==> src/rtl/nib_link_pkg.sv <==
package nib_link_pkg;
  localparam int unsigned LINK_W = 4;
  localparam int unsigned NREG   = 3;

  typedef enum logic [1:0] {
    SEL_ACK  = 2'd0,
    SEL_MODE = 2'd1,
    SEL_X    = 2'd2,
    SEL_Y    = 2'd3
  } sel_e;

  // bit0 set: acknowledge only; bits[2:1]: target for a payload write
  function automatic logic [LINK_W-1:0] cmd_nib(sel_e s);
    return {1'b0, s, (s == SEL_ACK)};
  endfunction
endpackage

==> src/rtl/nl_tx.sv <==
module nl_tx
  import nib_link_pkg::*;
#(
  parameter int unsigned DATA_W = 32
) (
  input  logic              clk_i,
  input  logic              rst_ni,
  input  logic              req_i,
  input  sel_e              sel_i,
  input  logic [DATA_W-1:0] data_i,
  output logic              busy_o,
  output logic [LINK_W-1:0] nib_o
);
  localparam int unsigned NIBS  = DATA_W / LINK_W;
  localparam int unsigned CNT_W = $clog2(NIBS + 1);

  logic [DATA_W-1:0] sh_q;
  logic [CNT_W-1:0]  left_q;
  logic              act_q;
  logic [LINK_W-1:0] nib_q;
  logic              accept;

  assign accept = req_i & ~act_q;

  always_ff @(posedge clk_i or negedge rst_ni) begin
    if (!rst_ni) begin
      sh_q   <= '0;
      left_q <= '0;
      act_q  <= 1'b0;
      nib_q  <= '0;
    end else if (accept) begin
      nib_q  <= cmd_nib(sel_i);
      act_q  <= 1'b1;
      sh_q   <= data_i;
      left_q <= (sel_i == SEL_ACK) ? '0 : CNT_W'(NIBS);
    end else if (left_q != '0) begin
      nib_q  <= sh_q[LINK_W-1:0];
      sh_q   <= sh_q >> LINK_W;
      left_q <= left_q - 1'b1;
      act_q  <= 1'b1;
    end else begin
      nib_q  <= '0;
      act_q  <= 1'b0;
    end
  end

  assign busy_o = act_q;
  assign nib_o  = nib_q;
endmodule

==> src/rtl/nl_rx.sv <==
module nl_rx
  import nib_link_pkg::*;
#(
  parameter int unsigned DATA_W = 32
) (
  input  logic              clk_i,
  input  logic              rst_ni,
  input  logic [LINK_W-1:0] nib_i,
  output logic              ack_o,
  output logic              wr_o,
  output sel_e              wr_sel_o,
  output logic [DATA_W-1:0] wr_data_o
);
  localparam int unsigned NIBS  = DATA_W / LINK_W;
  localparam int unsigned CNT_W = $clog2(NIBS + 1);

  logic [CNT_W-1:0]  cnt_q;
  sel_e              tgt_q;
  logic [DATA_W-1:0] acc_q;
  logic              ack_q;
  logic [DATA_W-1:0] acc_nxt;

  assign acc_nxt = {nib_i, acc_q[DATA_W-1:LINK_W]};

  always_ff @(posedge clk_i or negedge rst_ni) begin
    if (!rst_ni) begin
      cnt_q <= '0;
      tgt_q <= SEL_ACK;
      acc_q <= '0;
      ack_q <= 1'b0;
    end else begin
      ack_q <= 1'b0;
      if (cnt_q == '0) begin
        if (nib_i[0]) begin
          ack_q <= 1'b1;
        end else if (nib_i[2:1] != 2'b00) begin
          tgt_q <= sel_e'(nib_i[2:1]);
          cnt_q <= CNT_W'(NIBS);
        end
      end else begin
        // payload: any value is data
        acc_q <= acc_nxt;
        cnt_q <= cnt_q - 1'b1;
      end
    end
  end

  assign ack_o     = ack_q;
  assign wr_o      = (cnt_q == CNT_W'(1));
  assign wr_sel_o  = tgt_q;
  assign wr_data_o = acc_nxt;
endmodule

==> src/rtl/nl_regbank.sv <==
module nl_regbank
  import nib_link_pkg::*;
#(
  parameter int unsigned DATA_W = 32
) (
  input  logic              clk_i,
  input  logic              rst_ni,
  input  logic              wr_i,
  input  sel_e              wr_sel_i,
  input  logic [DATA_W-1:0] wr_data_i,
  output logic [NREG-1:0][DATA_W-1:0] regs_o
);
  for (genvar i = 0; i < NREG; i++) begin : g_reg
    logic [DATA_W-1:0] q;
    always_ff @(posedge clk_i or negedge rst_ni) begin
      if (!rst_ni) q <= '0;
      else if (wr_i && (wr_sel_i == sel_e'(i + 1))) q <= wr_data_i;
    end
    assign regs_o[i] = q;
  end
endmodule

==> src/rtl/nib_link.sv <==
module nib_link
  import nib_link_pkg::*;
#(
  parameter int unsigned DATA_W = 32
) (
  input  logic              clk_i,
  input  logic              rst_ni,
  input  logic              req_i,
  input  logic [1:0]        sel_i,
  input  logic [DATA_W-1:0] data_i,
  output logic              busy_o,
  output logic [LINK_W-1:0] link_o,
  output logic              ack_o,
  output logic [DATA_W-1:0] mode_o,
  output logic [DATA_W-1:0] x_o,
  output logic [DATA_W-1:0] y_o
);
  logic [LINK_W-1:0]           link;
  logic                        wr;
  sel_e                        wr_sel;
  logic [DATA_W-1:0]           wr_data;
  logic [NREG-1:0][DATA_W-1:0] regs;

  nl_tx #(.DATA_W(DATA_W)) u_tx (
    .clk_i  (clk_i),
    .rst_ni (rst_ni),
    .req_i  (req_i),
    .sel_i  (sel_e'(sel_i)),
    .data_i (data_i),
    .busy_o (busy_o),
    .nib_o  (link)
  );

  nl_rx #(.DATA_W(DATA_W)) u_rx (
    .clk_i     (clk_i),
    .rst_ni    (rst_ni),
    .nib_i     (link),
    .ack_o     (ack_o),
    .wr_o      (wr),
    .wr_sel_o  (wr_sel),
    .wr_data_o (wr_data)
  );

  nl_regbank #(.DATA_W(DATA_W)) u_regs (
    .clk_i     (clk_i),
    .rst_ni    (rst_ni),
    .wr_i      (wr),
    .wr_sel_i  (wr_sel),
    .wr_data_i (wr_data),
    .regs_o    (regs)
  );

  assign link_o = link;
  assign mode_o = regs[0];
  assign x_o    = regs[1];
  assign y_o    = regs[2];
endmodule

==> config.mk <==
export PLATFORM = sky130hd
export DESIGN_NAME = nib_link
export DESIGN_NICKNAME = d
export VERILOG_FILES = /design/src/rtl/nib_link_pkg.sv /design/src/rtl/nl_tx.sv /design/src/rtl/nl_rx.sv /design/src/rtl/nl_regbank.sv /design/src/rtl/nib_link.sv
export SDC_FILE = /design/constraint.sdc
export NUM_CORES = 1
export LEC_CHECK = 0
export CORE_MARGIN = 2
export CORE_UTILIZATION = 50
export CTS_BUF_LIST = sky130_fd_sc_hd__clkbuf_8
export CTS_CLUSTER_SIZE = 25
export DETAILED_ROUTE_END_ITERATION = 16
export PLACE_DENSITY = 0.76
export SLEW_MARGIN = 40
export SYNTH_ARGS = -nofsm -noshare
export SYNTH_HDL_FRONTEND = slang
export SYNTH_SLANG_ARGS = --single-unit
export TNS_END_PERCENT = 100
==> constraint.sdc <==
create_clock -name clk_i -period 2.2 [get_ports clk_i]
set_input_delay 0.44 -clock clk_i [delete_from_list [all_inputs] [get_ports clk_i]]
set_output_delay 0.44 -clock clk_i [all_outputs]
set_load 0.005 [all_outputs]
; Word level (Yosys, flattened, before mapping)
; Index checks and enable logic that the tools add are counted.
[word_totals]
reg_bits = 176
input_bits = 37
out_inout_bits = 102
wordCells = 46
[classes]
addsub = 2
n_eq_ne = 6
muxes = 14
bitwise_logic = 3
reduce_logical = 10
[ops]
columns = operator, n
row1 = $mux W32, 2
row2 = $mux W4, 8
row3 = $sub A4 B1 Y4 const B, 2
row4 = $eq A2 B2 Y1 const B, 2
row5 = $eq A4 B1 Y1 const B, 1
row6 = $logic_not A4 Y1, 1
row7 = $mux W1, 4
row8 = $ne A2 B2 Y1 const B, 2
row9 = $reduce_bool A2 Y1, 2
row10 = $reduce_bool A4 Y1, 1
row11 = $logic_and A1 B1 Y1, 3
row12 = $reduce_and A3 Y1, 1
row13 = $eq A2 B1 Y1 const B, 1
row14 = $logic_not A2 Y1, 1
row15 = $not A1 Y1, 2
row16 = $reduce_and A2 Y1, 1
row17 = $and A1 B1 Y1, 1

; Logic depth before layout (Yosys ltp)
; Gate-level depths: netlist (run 1).
[logic_depth]
word_depth = 4
depth_mapped = 6

; Modules after synthesis
; From an unflattened synthesis (run 1), not the netlist that was laid out.
[unflattened]
hier_cells = 434
hier_area_um2 = 6776.5
[modules_own_cells]
columns = mod, instances, cells_per_inst, area_per_inst_um2, seq_area_each_um2
row1 = nl_regbank, 1, 204, 3593.4, 2402.3
row2 = nl_tx, 1, 140, 1795.5, 1026.0
row3 = nl_rx, 1, 90, 1387.6, 875.8

; Worst setup path after synthesis (run 1)
; No wires, ideal clock.
[synth_timing]
path_kind = register to register
start = register u_rx.cnt_q[1]
end = register u_regs.g_reg[2].q[10]
arrival_ps = 1601
path_slack_ps = 474
stages_incl_launch_ff = 7
n_path_buf = 3
synth_period_minus_slack_ps = 1726
path_cell_list = dfrtp_1 > clkbuf_2 > nor4b_4 > and3_1 > buf_4 > buf_6 > mux2_2
[synth_via]
elab_chain_len = 2
[synth_lines]
columns = element, line
row1 = from (decl), nl_rx.sv:17  ; logic [CNT_W-1:0] cnt_q;
row2 = from (signal assigned), nl_rx.sv:38  ; cnt_q <= CNT_W'(NIBS);
row3 = from (signal assigned), nl_rx.sv:43  ; cnt_q <= cnt_q - 1'b1;
row4 = $eq A4 B1 Y1, nl_rx.sv:49  ; assign wr_o = (cnt_q == CNT_W'(1));
row5 = $logic_and A1 B1 Y1, nl_regbank.sv:17  ; else if (wr_i && (wr_sel_i == sel_e'(i + 1))) q <= wr_data_i;
row6 = to (signal assigned), nl_regbank.sv:17
row7 = to (decl), nl_regbank.sv:14  ; logic [DATA_W-1:0] q;
; Every way passes these cells.
; A chain may end at the register's enable or synchronous reset.

; Final worst setup path (run 1)
[layout_timing]
start = register u_tx.nib_q[2], in the netlist u_tx.nib_o[2]
end = output link_o[2]
[layout_lines]
columns = element, line
row1 = from (decl), nl_tx.sv:20  ; logic [LINK_W-1:0] nib_q;
row2 = from (signal assigned), nl_tx.sv:32  ; nib_q <= cmd_nib(sel_i);
row3 = from (signal assigned), nl_tx.sv:37  ; nib_q <= sh_q[LINK_W-1:0];
row4 = to (decl), nib_link.sv:12  ; output logic [LINK_W-1:0] link_o,
; No word-level cell between the ends.

==> results.ini, run 1 <==
[pwr]
p_per_area_nw_per_um2 = 1320
p_int_mw = 8.14
ir_worst_vdd_mv = 0.583
sw_frac_of_total_pct = 29.2
p_switching_mw = 3.37
p_comb_share_pct = 35.8
finalPower_mw = 11.5
clock_power_share_pct = 19.0
p_seq_share_pct = 45.2
p_leak_nw = 4.17

[global_routing]
antenna_found_initial = 0
grt_start_max_net_pins = 68
gr-total-overflow = 0
grt_pass1_vias = 4223
grt_pass1_wl_um = 22200
grtUsageTotal_pct = 19.9

[sta]
fmax_mhz = 509
worst_slack_ps = 237
slew_viol_final = 0
fin_tns_setup_ps = 0
hold_viol = 0
rsz0062_at_grt = false
hold-worst-slack_ps = 418
slew_headroom_pct = 55.7
setup_viol = 0
tightest_slew_ps = 664
skew_ps = 9.95
min_period_over_period_pct = 89.2
fin_crit_ps = 1960

[setup_path]
rr_endpoint = u_regs.g_reg[2].q[16]
criticalPathCategory = reg2out
cp-end-kind = output port
path_buf_inv = 1
ff2ff_path_depth = 4
cp.depth = 1
cp_cell_sequence = clkdlybuf4s50_1
worstPathRequired_ps = 1760
max_stage_delay_ps = 570
crit_slowest_cell = clkdlybuf4s50_1
r2r_slack_ps = 300
r2r_start = u_rx.cnt_q[2]
crit_arrival_ps = 1520
critPathTopFamily = buffers and inverters
cp_max_fo = 8
setup.worst_path.start_class = flip-flop

[synthesis]
yosysWarnings = 0
synthArstFlopShare_pct = 100
synth_top_area_share_pct = 63.8
synth_edf_count = 0
syn_inst = 438
synthDistinctLibCells = 34
ys_seq_elements = 172
syn_nets = 477
yosys-top-cells-area = dfrtp_1 64%, mux2_2 20%, a221o_1 4.2%
seq_area_frac_synth_pct = 63.8
synth_area_um2 = 6750
synth.largest_area_cell = dfrtp_1
synthFlopType = dfrtp_1
avgSynthCellArea_um2 = 15.4

[layout]
fin_cells = 763
drive_gt1_share_pct = 29.0
layout_common_cells = 172 x dfrtp_1, 137 x clkdlybuf4s50_1, 121 x mux2_2, 29 x and3_1, 28 x a221o_1
antenna_cells = 0
syn2layout_area_growth_pct = 28.8
nets = 615
layout_commonest_cell = dfrtp_1
fillers = 962

[die]
core_um2 = 13200
io_pins = 139
die_h_um = 120
rows = 42
die_w_um = 120
dieArea_um2 = 14400
initial_core_util_pct = 51.2

[route]
drcViolationCount = 0
drt-total-wl_um = 13500
drt-pass1-iter-count = 4
drtAntennaViolNets = 0
vias_per_cell = 5.49
first_iter_violations = 306
wire_per_inst_um = 17.7
vias = 4190

[placed_design]
pre_cts_ws_ps = 29.2
io_buffers = 138
dp.cells = 732
gp_congestion = 0.807
dp_hpwl_um = 8960

[cts]
cts_buffers = 17
clockBufferDepth = 2
cts.clk_slew.worst_paths_ps = 80
worstSkewPairLatency_ps = 450
postCtsSetupRepairBufs = 0
cts_root_buf = clkbuf_8
clock-sinks = 172
cts_tree = yes
htree_levels = 4

[job]
cap_viol_max_count = 0

[status]
status = finished clean

[min_path]
hp-class = in2async

## state kept, by name, summed over array words and instances, names as in the netlist
name           count
u_regs.g.q        96
u_tx.sh_q         32
u_rx.acc_q        28
u_rx.cnt_q         4
u_tx.left_q        4
u_tx.nib_o         4
u_rx.wr_sel_o      2
u_rx.ack_o         1
u_tx.busy_o        1
## worst max-delay path by stage
stage | end | startpoint | slack [ps]
finish | link_o[2] | u_tx.nib_o[2] | 240
global route | link_o[2] | u_tx.nib_o[2] | 150
CTS | link_o[2] | u_tx.nib_o[2] | 180
detailed placement | u_tx.sh_q[29] | req_i | 30
global placement | u_tx.sh_q[14] | req_i | -20
floorplan | u_regs.g_reg[2].q[10] | u_rx.cnt_q[1] | 470
## power by group through the flow
stage                     Combinational, mW  Clock [mW]  Sequential, mW
after floorplan                        2.18           0            5.07
after global routing                   4.45        2.39            5.37
after detailed placement               4.16           0            5.26
after global placement                 4.03           0            5.19
after CTS                              4.17        2.23            5.21
final                                  4.12        2.18            5.20
## cells in the mapped netlist, types with 2 or more instances
master and n:
a221o_1 28, a22o_1 8, and2_1 2, and3_1 30
buf_2 3, buf_4 6, buf_6 5, clkbuf_1 13
clkbuf_8 3, dfrtp_1 172, ha_1 2, inv_1 4
mux2_1 2, mux2_2 121, nand2_1 5, nand3_1 2
nand3b_2 2, nor2_1 6, nor3_1 4, o21ai_0 4
xnor2_1 3
## per-stage QoR
| stage | util, % | area, µm² |
|---|---|---|
| final | 65.9 | 8690 |
| after global routing | 65.9 | 8690 |
| after CTS | 65.9 | 8690 |
| after detailed placement | 62.8 | 8290 |
| after global placement | 62.8 | 8280 |
| after floorplan | - | 6750 |
## cells by family (layout without fill, tap and decap cells)
kind of cell | after synthesis | after routing | synth area share, %
xor+xnor | 3 | 3 | 0.389
mux | 123 | 123 | 20.5
flops | 172 | 172 | 63.8
simple gates | 58 | 58 | 5.58
compound gates | 45 | 45 | 6.01
fa+ha+maj | 2 | 2 | 0.371
buf+inv | 35 | 184 | 3.36
## per-layer routing
layer	wire length [µm]	vias to the layer above	GRT usage, %
met2	6530	144	31.7
met4	184	0	6.18
met3	782	14	5.19
li1	-	1867	-
met1	5990	2165	27.1
met5	0	-	0
## layout make-up
type | count | area [µm²] | area share (%)
flip-flops and latches | 172 | 4300 | 49.5
clock inverters | 8 | 92.6 | 1.06
repair buffers | 150 | 1530 | 17.5
clock buffers | 22 | 303 | 3.48
multi-input cells | 231 | 2230 | 25.7
inverters | 4 | 15.0 | 0.173
well taps | 176 | 220 | 2.53
## repair_timing
item	CTS	global route
resized for setup	0	0
hold buffers	1	0
hold endpoints to repair	24	0
Note: power is estimated with default switching activity, not from simulation.
==> run 2: changes to the inputs <==
--- a/config.mk
+++ b/config.mk
@@ -5,6 +5,7 @@
 export SDC_FILE = /design/constraint.sdc
 export NUM_CORES = 1
 export LEC_CHECK = 0
+export CAP_MARGIN = 10
 export CORE_MARGIN = 2
 export CORE_UTILIZATION = 50
 export CTS_BUF_LIST = sky130_fd_sc_hd__clkbuf_8
==> results of run 2 <==
Same layout as run 1: the final DEF is identical, and so are final timing and power.
